**src/rtl/regbus_pkg.sv**
```systemverilog
package regbus_pkg;
  localparam int SEL_W  = 3;
  localparam int OPR_W  = 5;
  localparam int NREG   = (1 << SEL_W) - 1;
  localparam int CTRL_W = 3 * SEL_W + OPR_W;

  typedef enum logic [OPR_W-1:0] {
    OP_PASS = 5'b00000,
    OP_INC  = 5'b00001,
    OP_ADD  = 5'b00010,
    OP_SUB  = 5'b00101,
    OP_DEC  = 5'b00110,
    OP_AND  = 5'b01000,
    OP_OR   = 5'b01010,
    OP_XOR  = 5'b01100,
    OP_NOT  = 5'b01110,
    OP_SHR  = 5'b10000,
    OP_SHL  = 5'b11000
  } alu_op_e;

  typedef struct packed {
    logic [SEL_W-1:0] src_a;
    logic [SEL_W-1:0] src_b;
    logic [SEL_W-1:0] dest;
    logic [OPR_W-1:0] opcode;
  } uop_t;
endpackage

```
**src/rtl/regbus_regfile.sv**
```systemverilog
module regbus_regfile
  import regbus_pkg::*;
#(
  parameter int DATA_W = 8
) (
  input  logic                     clk,
  input  logic                     rst_n,
  input  logic                     wr_en,
  input  logic [SEL_W-1:0]         wr_idx,
  input  logic [DATA_W-1:0]        wr_data,
  output logic [NREG:1][DATA_W-1:0] regs_o
);
  logic [NREG:1][DATA_W-1:0] regs_q;
  logic [NREG:1][DATA_W-1:0] regs_d;
  logic [NREG:1]             reg_ce;

  // Per-register clock enables, one decoder leg per register.
  genvar g;
  generate
    for (g = 1; g <= NREG; g++) begin : g_ce
      assign reg_ce[g] = wr_en && (wr_idx == SEL_W'(g));
    end
  endgenerate

  always_comb begin
    regs_d = regs_q;
    for (int k = 1; k <= NREG; k++) begin
      if (reg_ce[k]) regs_d[k] = wr_data;
    end
  end

  always_ff @(posedge clk or negedge rst_n) begin
    if (!rst_n) regs_q <= '0;
    else        regs_q <= regs_d;
  end

  assign regs_o = regs_q;


  nowrite_hold_chk: assert property (@(posedge clk) disable iff (!rst_n)
    !wr_en |=> $stable(regs_q));


  write_lands_chk: assert property (@(posedge clk) disable iff (!rst_n)
    (wr_en && wr_idx != '0) |=> regs_q[$past(wr_idx)] == $past(wr_data));
endmodule

```
**src/rtl/regbus_opsel.sv**
```systemverilog
module regbus_opsel
  import regbus_pkg::*;
#(
  parameter int DATA_W = 8
) (
  input  logic [SEL_W-1:0]          sel,
  input  logic [DATA_W-1:0]         ext_in,
  input  logic [NREG:1][DATA_W-1:0] regs_i,
  output logic [DATA_W-1:0]         operand_o
);
  always_comb begin
    operand_o = ext_in;
    for (int k = 1; k <= NREG; k++) begin
      if (sel == SEL_W'(k)) operand_o = regs_i[k];
    end
  end
endmodule

```
**src/rtl/regbus_alu.sv**
```systemverilog
module regbus_alu
  import regbus_pkg::*;
#(
  parameter int DATA_W = 8
) (
  input  logic              clk,
  input  logic              rst_n,
  input  logic [OPR_W-1:0]  opcode,
  input  logic [DATA_W-1:0] a_i,
  input  logic [DATA_W-1:0] b_i,
  output logic [DATA_W-1:0] res_o,
  output logic              carry_o,
  output logic              valid_o
);
  localparam int EXT_W = DATA_W + 1;
  logic [EXT_W-1:0] sum;

  always_comb begin
    sum     = '0;
    res_o   = '0;
    carry_o = 1'b0;
    valid_o = 1'b1;
    case (opcode)
      OP_PASS: res_o = a_i;
      OP_INC: begin
        sum = {1'b0, a_i} + EXT_W'(1);
        res_o = sum[DATA_W-1:0]; carry_o = sum[DATA_W];
      end
      OP_ADD: begin
        sum = {1'b0, a_i} + {1'b0, b_i};
        res_o = sum[DATA_W-1:0]; carry_o = sum[DATA_W];
      end
      OP_SUB: begin
        sum = {1'b0, a_i} + {1'b0, ~b_i} + EXT_W'(1);
        res_o = sum[DATA_W-1:0]; carry_o = ~sum[DATA_W];
      end
      OP_DEC: begin
        sum = {1'b0, a_i} + {1'b0, {DATA_W{1'b1}}};
        res_o = sum[DATA_W-1:0]; carry_o = ~sum[DATA_W];
      end
      OP_AND: res_o = a_i & b_i;
      OP_OR:  res_o = a_i | b_i;
      OP_XOR: res_o = a_i ^ b_i;
      OP_NOT: res_o = ~a_i;
      OP_SHR: begin
        res_o = {1'b0, a_i[DATA_W-1:1]}; carry_o = a_i[0];
      end
      OP_SHL: begin
        res_o = {a_i[DATA_W-2:0], 1'b0}; carry_o = a_i[DATA_W-1];
      end
      default: valid_o = 1'b0;
    endcase
  end


  undef_zero_chk: assert property (@(posedge clk) disable iff (!rst_n)
    !valid_o |-> (res_o == '0 && !carry_o));


  shr_fill_chk: assert property (@(posedge clk) disable iff (!rst_n)
    opcode == OP_SHR |-> !res_o[DATA_W-1]);


  shl_fill_chk: assert property (@(posedge clk) disable iff (!rst_n)
    opcode == OP_SHL |-> !res_o[0]);


  logic_nocarry_chk: assert property (@(posedge clk) disable iff (!rst_n)
    (opcode == OP_AND || opcode == OP_OR || opcode == OP_XOR || opcode == OP_NOT)
      |-> !carry_o);
endmodule

```
**src/rtl/regbus_datapath.sv**
```systemverilog
module regbus_datapath
  import regbus_pkg::*;
#(
  parameter int DATA_W = 8
) (
  input  logic              clk,
  input  logic              rst_n,
  input  logic [13:0]       ctrl_word,
  input  logic [DATA_W-1:0] data_in,
  output logic [DATA_W-1:0] result_out,
  output logic              flag_zero,
  output logic              flag_sign,
  output logic              flag_carry
);
  uop_t                      uop;
  logic [NREG:1][DATA_W-1:0] regs;
  logic [DATA_W-1:0]         a_bus;
  logic [DATA_W-1:0]         b_bus;
  logic [DATA_W-1:0]         alu_res;
  logic                      alu_carry;
  logic                      alu_valid;
  logic                      wr_en;

  assign uop = uop_t'(ctrl_word);

  regbus_opsel #(.DATA_W(DATA_W)) u_sel_a (
    .sel(uop.src_a), .ext_in(data_in), .regs_i(regs), .operand_o(a_bus));

  regbus_opsel #(.DATA_W(DATA_W)) u_sel_b (
    .sel(uop.src_b), .ext_in(data_in), .regs_i(regs), .operand_o(b_bus));

  regbus_alu #(.DATA_W(DATA_W)) u_alu (
    .clk(clk), .rst_n(rst_n), .opcode(uop.opcode), .a_i(a_bus), .b_i(b_bus),
    .res_o(alu_res), .carry_o(alu_carry), .valid_o(alu_valid));

  assign wr_en = alu_valid && (uop.dest != '0);

  regbus_regfile #(.DATA_W(DATA_W)) u_rf (
    .clk(clk), .rst_n(rst_n), .wr_en(wr_en), .wr_idx(uop.dest),
    .wr_data(alu_res), .regs_o(regs));

  assign result_out = alu_res;
  assign flag_zero  = (alu_res == '0);
  assign flag_sign  = alu_res[DATA_W-1];
  assign flag_carry = alu_carry;


  ext_operand_chk: assert property (@(posedge clk) disable iff (!rst_n)
    uop.src_a == '0 && uop.opcode == OP_PASS |-> result_out == data_in);


  undef_nowrite_chk: assert property (@(posedge clk) disable iff (!rst_n)
    !alu_valid |=> $stable(regs));
endmodule

```
**config.mk**
```make
export PLATFORM = sky130hd
export DESIGN_NAME = regbus_datapath
export DESIGN_NICKNAME = d
export VERILOG_FILES = /design/src/rtl/regbus_pkg.sv /design/src/rtl/regbus_regfile.sv /design/src/rtl/regbus_opsel.sv /design/src/rtl/regbus_alu.sv /design/src/rtl/regbus_datapath.sv
export SDC_FILE = /design/constraint.sdc
export NUM_CORES = 1
export LEC_CHECK = 0
export CAP_MARGIN = 20
export CORE_UTILIZATION = 60
export DETAILED_ROUTE_END_ITERATION = 16
export DONT_BUFFER_PORTS = 1
export GPL_TIMING_DRIVEN = 0
export PLACE_DENSITY_LB_ADDON = 0.3
export SLEW_MARGIN = 30
export SYNTH_ARGS = -nofsm -noshare
export SYNTH_HDL_FRONTEND = slang
export SYNTH_SLANG_ARGS = --single-unit
```
**constraint.sdc**
```tcl
create_clock -name clk -period 8 [get_ports clk]
set_input_delay 1.6 -clock clk [delete_from_list [all_inputs] [get_ports clk]]
set_output_delay 1.6 -clock clk [all_outputs]
set_load 0.01 [all_outputs]
```
==> implementation parameters, run 1 <==
Parameter                              Value

Finish
  Flip-flop count of the largest register, all copies and words added ... between 50 and 60
  Final #Nets ... between 600 and 700
  Share of final-layout standard cells stronger than drive strength 1 ... around 15%
  Count of placed standard cells in the final layout, fillers left out ... 750
  Diodes inserted ... 0
  Signed area change from the synthesized netlist to the final layout ... 5.41%
  Cell area after layout ... 5730 sq um

Die
  Initial core utilization ... roughly three fifths
  CORE AREA ... between 8000 and 9000 sq um
  Standard-cell row count ... 34
  Vertical extent of the die ... ~97 um
  Full die area ... about 9400 sq um
  Width of the die ... a little under 100 um
  I/O pin cnt ... 35

Routing
  Router iterations before antenna repair ... 5
  Vias after detailed routing ... around 5400
  Routed Antenna Nets ... 0
  Routed len/inst ... between 20 and 25 um
  DRC marker count from the first detailed-route iteration ... between 600 and 700
  Number of remaining DRC errors ... 0
  Vias per std cell ... 7.17
  Final wirelength ... approximately 17 mm

Yosys
  Share of synthesized flip-flops with an asynchronous set or reset ... 100%
  Synth cell types ... between 80 and 90
  Seq cells post-synth ... 56
  Number of synthesis warnings ... 0
  Syn Nets ... 687
  Dominant synthesized flop cell ... sky130_fd_sc_hd__dfrtp_1
  Most common cell in the netlist ... sky130_fd_sc_hd__dfrtp_1
  Cell Area, Synth ... ~5400 sq um
  Area leader, netlist ... sky130_fd_sc_hd__dfrtp_1
  Synth cell count leaders ... 56 x sky130_fd_sc_hd__dfrtp_1, 55 x sky130_fd_sc_hd__nand2_1, 48 x sky130_fd_sc_hd__nor2_1
  Mapped Cells ... 635
  Fraction of post-synthesis cell area in the top cell type by area ... roughly 26%
  Post-synthesis sequential area ratio ... approximately a quarter
  Synth Area per Inst ... approximately 8.6 sq um
  Leading post-synthesis cells by cell area ... sky130_fd_sc_hd__dfrtp_1 26%, sky130_fd_sc_hd__mux2_2 7.0%, sky130_fd_sc_hd__ha_1 6.4%
  EDFF count, synth ... 0

Placed design
  Post-Place Cell Area ... ~5600 sq um
  Routability-driven placement congestion ratio ... just over 1
  Port Buffers ... 0
  DP Cell Count ... 743
  Half-perimeter wire length after detailed placement ... roughly 13 mm

STA
  Pin slew with the least headroom to its limit ... about 0.84 ns
  Worst hold margin ... approximately 0.54 ns
  Final critical-path share of the clock period ... between 90 and 100%
  Worst clock skew ... about 0.012 ns
  Shortest clock period the worst path allows after layout ... about 7.7 ns
  Number of max-slew violations in the final report ... 0
  Setup violators final ... 0
  Final total negative setup slack ... 0 ns
  Maximum clock frequency ... approximately 130 MHz
  RSZ-0062 raised after global routing ... no
  Total count of hold-check failures in the final report ... 0
  Slew HR ... 43.2%

Critical path
  Critical path cell sequence ... clkbuf_2 -> nor2b_4 -> nand2_1 -> o221ai_1 -> a2bb2oi_1 -> nor2_1 -> o41a_1 -> ha_1 -> inv_1 -> ha_1 -> or2_2 -> nand3_1 -> a21oi_1 -> a2111oi_0 -> and3_1 -> clkbuf_1 -> and3_1 -> nand4bb_1 -> nor4_2
  Destination of the critical timing path ... flag_zero
  Startpoint class of the critical path ... input port
  WP data required ... about 6.4 ns
  Worst r2r src ... u_rf.regs_o[17]
  Crit path launch ... ctrl_word[9]
  FF-to-FF setup slack ... 3.58 ns
  Crit Reg-Reg Endpoint ... u_rf.regs_o[38]
  Critical path peak fanout ... 10
  Arrival time reported for the critical path endpoint ... ~6 ns
  Crit. End Element ... primary output
  Worst setup path class ... in2out
  Largest stage delay, worst path ... 0.51 ns
  Length in cells of the worst reg-to-reg path ... 15
  Library cell contributing the largest single delay on the critical path ... sky130_fd_sc_hd__a2111oi_0

Power and ir drop
  Static Leak ... roughly 0.0025 uW
  Peak supply drop ... around 0.17 mV
  Power density relative to cell area ... between 200 and 300 nW/um^2

Clock network
  Cell at the root of the clock tree ... sky130_fd_sc_hd__clkbuf_8
  Clock network latency to the later pin of the worst-skew pair ... approximately 0.32 ns
  CTS HTree Levels ... 2
  Clock-pin slew reported for the worst setup and hold paths after clock tree synthesis ... 0.10 ns
  Number of hold-repair buffers added at the cts stage ... 0
  CTS tree ... yes
  Clock sink count ... 56
  CTS Buf Count ... 5
  Buffer count from post-CTS setup fixing ... 0
  CTS resizes ... 1
  Maximum buffer depth of the clock tree ... 2

GRT
  Initial antenna violation count ... 0
  Maximum number of pins on one net before global-route repair ... 57
  GRT Resource Usage Total ... 36.9%
  Number of global-route vias before repair ... 5177
  Wire length of the first global-routing pass ... 27.8 mm
  Overflow after GRT ... 0

Hold path
  HP Class ... reg2reg

Job
  Count of maximum capacitance violations ... 0

Run status
  Outcome ... complete, no violations
[critical path, delay by kind of cell]
| kind | cells | cell delay (ns) |
|---|---|---|
| AOI/OAI and AO/OA | 5 | 1.48 |
| buffers and inverters | 3 | 0.65 |
| and+or+nand+nor | 9 | 1.89 |
| adders and majority gates | 2 | 0.51 |
[cell families after synthesis]
group | Yosys count | share of synthesized area [%]
fa+ha+maj | 28 | 6.45
flops | 56 | 25.8
simple gates | 212 | 20.6
xor+xnor | 6 | 1.11
mux | 64 | 13.7
buf+inv | 75 | 6.36
compound gates | 194 | 26.1
[layout make-up]
| class | instances | area, sq um |
|---|---|---|
| Multi-Input combinational cell | 504 | 3710 |
| Fill cell | 772 | 3040 |
| Sequential cell | 56 | 1400 |
| Buffer | 41 | 221 |
| Tap cell | 108 | 135 |
| Inverter | 34 | 131 |
| Clock buffer | 5 | 68.8 |
| Clock inverter | 2 | 60.1 |
[layer usage]
metal / vias up / wire length, um / track usage [%] / share of wire, %
met3: 60 / 1470 / 4.10 / 8.4
li1: 2395 / - / - / -
met2: 366 / 8470 / 61.6 / 48
met1: 2555 / 6880 / 48.4 / 39
met4: 0 / 641 / 16.0 / 3.7
met5: - / 0 / 0 / 0
[layout by cell type (no fill, tap or decap), types with 6 or more instances in the layout]
master	n
sky130_fd_sc_hd__ha_1	28
sky130_fd_sc_hd__o21ai_0	34
sky130_fd_sc_hd__nor2b_1	11
sky130_fd_sc_hd__and3_1	10
sky130_fd_sc_hd__o21bai_1	6
sky130_fd_sc_hd__a221oi_1	9
sky130_fd_sc_hd__mux2_2	34
sky130_fd_sc_hd__a31oi_1	7
sky130_fd_sc_hd__o221ai_1	7
sky130_fd_sc_hd__nor2_1	47
sky130_fd_sc_hd__inv_1	30
sky130_fd_sc_hd__mux2i_1	22
sky130_fd_sc_hd__a221o_1	8
sky130_fd_sc_hd__nand3_1	20
sky130_fd_sc_hd__clkbuf_1	24
sky130_fd_sc_hd__nor3_1	9
sky130_fd_sc_hd__a22oi_1	7
sky130_fd_sc_hd__o22ai_1	14
sky130_fd_sc_hd__nand2_1	55
sky130_fd_sc_hd__nor3b_1	6
sky130_fd_sc_hd__or2_2	8
sky130_fd_sc_hd__a21oi_1	37
sky130_fd_sc_hd__dfrtp_1	56
[worst min path at each step]
stage | start | endpoint | slack, ns | depth (start not counted)
after floorplan | u_rf.regs_o[17] | u_rf.regs_o[17] | 0.46 | 2
after global placement | u_rf.regs_o[16] | u_rf.regs_o[16] | 0.50 | 2
after detailed placement | u_rf.regs_o[18] | u_rf.regs_o[18] | 0.51 | 2
after CTS | u_rf.regs_o[18] | u_rf.regs_o[18] | 0.54 | 2
after global routing | u_rf.regs_o[6] | u_rf.regs_o[6] | 0.56 | 1
final | u_rf.regs_o[18] | u_rf.regs_o[18] | 0.54 | 2
[power breakdown]
group,internal [uW],switching (uW),total (uW)
registers,392,116,508
clock network,123,94.7,218
logic,320,431,751
total,835,642,1480
[metrics by stage]
step | utilization [%] | worst slack [ns] | total power (uW)
2_1_floorplan | - | 0.946 | 1030
3_3_place_gp | 63.5 | -0.235 | 1180
3_5_place_dp | 63.6 | 0.0259 | 1220
4_1_cts | 65.1 | 0.0948 | 1440
5_1_grt | 65.3 | 0.00614 | 1560
6_report | 65.3 | 0.257 | 1480
No activity file was read; power rests on OpenSTA's default activity.
==> run 2, diff against run 1 <==
Settings changed: CORE_MARGIN from default to 2, SYNTH_HIERARCHICAL from default to 1.
==> run 2 against run 1 <==
Compared with the run above:
- clock power shrank 28%
- register-to-register slack improved by 0.47 ns
- routed wire length shrank 18%
- global-route usage is 6.8 points lower
- sequential cell count unchanged
- area after synthesis fell by 2.1%
- power is 3.0% higher
- cell area decreased by 2.7%
- synthesized cell count fell by 19%
- clock-buffer cell count up 1
- critical endpoint unchanged
- highest routed layer unchanged
==> implementation parameters, run 2 <==
Parameter                              Value

Run status
  Outcome ... complete, no violations

Yosys
  Synth cell types ... 72
  Dominant synthesized flop cell ... sky130_fd_sc_hd__dfrtp_1
  Most common cell in the netlist ... sky130_fd_sc_hd__dfrtp_1
  Synth cell count leaders ... 56 x sky130_fd_sc_hd__dfrtp_1, 39 x sky130_fd_sc_hd__nor2_1, 35 x sky130_fd_sc_hd__mux2_2
  EDFF count, synth ... 0
  Seq cells post-synth ... 56
  Mapped Cells ... about 520
  Number of synthesis warnings ... 6
  Syn Nets ... around 570
  Area leader, netlist ... sky130_fd_sc_hd__dfrtp_1
  Leading post-synthesis cells by cell area ... sky130_fd_sc_hd__dfrtp_1 26%, sky130_fd_sc_hd__mux2_4 8.5%, sky130_fd_sc_hd__mux2_2 7.4%
  Cell Area, Synth ... 5320 sq um
  Post-synthesis sequential area ratio ... roughly a quarter
  Synth Area per Inst ... 10.3 sq um
  Fraction of post-synthesis cell area in the top cell type by area ... about a quarter
  Share of synthesized flip-flops with an asynchronous set or reset ... 100%

Finish
  Share of final-layout standard cells stronger than drive strength 1 ... a little under a quarter
  Diodes inserted ... 0
  Final #Nets ... 580
  Commonest non-fill, non-tap cells in the layout ... 56 x sky130_fd_sc_hd__dfrtp_1, 39 x sky130_fd_sc_hd__nor2_1, 35 x sky130_fd_sc_hd__mux2_2
  Flip-flop count of the largest register, all copies and words added ... between 50 and 60
  Commonest non-fill, non-tap cell in the layout ... sky130_fd_sc_hd__dfrtp_1
  Signed area change from the synthesized netlist to the final layout ... 4.85%

Routing
  Vias after detailed routing ... between 4000 and 5000
  Final wirelength ... around 14 mm
  Vias per std cell ... 7.03
  Number of remaining DRC errors ... 0
  DRC marker count from the first detailed-route iteration ... 377
  Router iterations before antenna repair ... 6
  Routed len/inst ... around 22 um
  Routed Antenna Nets ... 0

STA
  Pin slew with the least headroom to its limit ... between 0.7 and 0.8 ns
  Shortest clock period the worst path allows after layout ... ~7.7 ns
  RSZ-0062 raised after global routing ... no
  Setup violators final ... 0
  Worst clock skew ... ~0.01 ns
  Number of max-slew violations in the final report ... 0
  Final critical-path share of the clock period ... 96.2%
  Slew HR ... slightly above 50%
  Maximum clock frequency ... ~130 MHz
  Final total negative setup slack ... 0 ns
  Total count of hold-check failures in the final report ... 0
  Worst hold margin ... 0.530 ns

GRT
  Number of global-route vias before repair ... about 4500
  Wire length of the first global-routing pass ... 23.4 mm
  GRT Resource Usage Total ... between 30% and 40%
  Maximum number of pins on one net before global-route repair ... 57
  Initial antenna violation count ... 0
  Overflow after GRT ... 0

Clock network
  CTS HTree Levels ... 2
  Cell at the root of the clock tree ... sky130_fd_sc_hd__clkbuf_8
  CTS tree ... yes
  CTS resizes ... 0
  Clock network latency to the later pin of the worst-skew pair ... about 0.31 ns
  Maximum buffer depth of the clock tree ... 2
  Clock-pin slew reported for the worst setup and hold paths after clock tree synthesis ... ~0.10 ns
  Buffer count from post-CTS setup fixing ... 0
  Number of hold-repair buffers added at the cts stage ... 0
  CTS Buf Count ... 5
  Clock sink count ... 56

Die
  Full die area ... just under 10000 sq um
  Standard-cell row count ... 34
  Vertical extent of the die ... between 90 and 100 um
  I/O pin cnt ... 35
  Width of the die ... between 90 and 100 um
  Initial core utilization ... around three fifths
  CORE AREA ... about 8600 sq um

Power and ir drop
  Static Leak ... approximately 0.0025 uW
  Peak supply drop ... roughly 0.19 mV
  Power density relative to cell area ... 273 nW/um^2

Critical path
  Critical path cell sequence ... buf_2 -> nor2b_1 -> clkbuf_1 -> a32o_1 -> nor2_1 -> o21ai_1 -> clkbuf_2 -> inv_1 -> ha_1 -> buf_2 -> or3_1 -> o2111ai_1 -> o22ai_1 -> o21ai_0 -> o211ai_1 -> buf_2 -> or4_1 -> nor2_1
  Length in cells of the worst reg-to-reg path ... 13
  Worst setup path class ... in2out
  Largest stage delay, worst path ... 0.57 ns
  Startpoint class of the critical path ... input port
  Crit. End Element ... primary output
  Library cell contributing the largest single delay on the critical path ... sky130_fd_sc_hd__or4_1
  Critical path peak fanout ... 10
  Arrival time reported for the critical path endpoint ... between 6 and 7 ns
  WP data required ... 6.40 ns
  Most frequent cell on the critical path ... sky130_fd_sc_hd__buf_2

Placed design
  Routability-driven placement congestion ratio ... between 0.9 and 1
  Port Buffers ... 0
  Half-perimeter wire length after detailed placement ... roughly 11 mm

Job
  Count of maximum capacitance violations ... 0

Hold path
  HP Class ... reg2reg
  Hold Path Stages ... 1
## run 2: changes by cell type in the layout (fill, tap and decap cells not counted), moves of 11 or more
cell	delta
sky130_fd_sc_hd__mux2_4	+29
sky130_fd_sc_hd__nor3_1	+11
sky130_fd_sc_hd__clkbuf_1	-13
sky130_fd_sc_hd__nand2_1	-36
sky130_fd_sc_hd__mux4_1	+12
sky130_fd_sc_hd__mux2i_1	-16
## run 2: final cells by class
class / count / area [sq um]
Buffer: 40 / 260
Clock buffer: 6 / 72.6
Clock inverter: 2 / 13.8
Fill cell: 699 / 3060
Inverter: 22 / 82.6
Multi-Input combinational cell: 398 / 3580
Sequential cell: 56 / 1400
Tap cell: 108 / 135
Timing Repair Buffer: 4 / 25.0
## run 2: path summary, 6_finish.rpt
check	startpoint	end	slack [ns]
worst min-delay path	u_rf/regs_o[39]	u_rf/regs_o[39]	0.53
min in group asynchronous	rst_n	u_rf/regs_o[0]	0.97
worst min register to register	u_rf/regs_o[39]	u_rf/regs_o[39]	0.53
max in group asynchronous	rst_n	u_rf/regs_o[7]	6.93
worst max-delay path	ctrl_word[13]	flag_zero	0.31
worst max register to register	u_rf/regs_o[0]	u_rf/regs_o[46]	4.05
## run 2: cell families after synthesis
logic type / count (synthesis) / synth area share, %
muxes: 91 / 26.3
AOI/OAI and AO/OA: 132 / 17.2
and+or+nand+nor: 139 / 15.5
adders and majority gates: 29 / 7.11
DFF: 56 / 26.4
xor gates and xnor gates: 7 / 1.15
buffers and inverters: 62 / 6.42
## run 2: metrics by stage
step | setup slack (ns) | std cells | utilization [%] | instance area [sq um] | total power [uW]
final | 0.305 | 636 | 64.5 | 5570 | 1520
after global routing | 0.0892 | 636 | 64.5 | 5570 | 1630
after CTS | 0.0228 | 633 | 64.2 | 5550 | 1490
after detailed placement | 0.0264 | 625 | 63.2 | 5460 | 1330
after global placement | 0.0868 | 624 | 63.1 | 5450 | 1290
after floorplan | 1.12 | 516 | - | 5320 | 1120
## run 2: critical path, delay by kind of cell
family	cells	cell delay (ns)
AO/OA/AOI/OAI	6	1.53
buffers and inverters	6	1.36
AND/OR/NAND/NOR	5	1.32
adder cells (fa/ha/maj)	1	0.28
## run 2: per-layer routing
| layer | part of all wire [%] | vias up | GRT usage (%) |
|---|---|---|---|
| met5 | 0 | - | 0 |
| met4 | 2.3 | 0 | 10.6 |
| met3 | 6.8 | 37 | 3.72 |
| met2 | 49 | 235 | 49.8 |
| met1 | 42 | 2202 | 41.2 |
| li1 | - | 2000 | - |
## run 2: report_power, final
part           leakage, uW  internal [uW]  total (uW)  switching (uW)
logic              0.00169            401         881             479
clock network    0.0000456           62.7         156            93.4
registers         0.000723            394         484            90.7
total              0.00246            858        1520             663
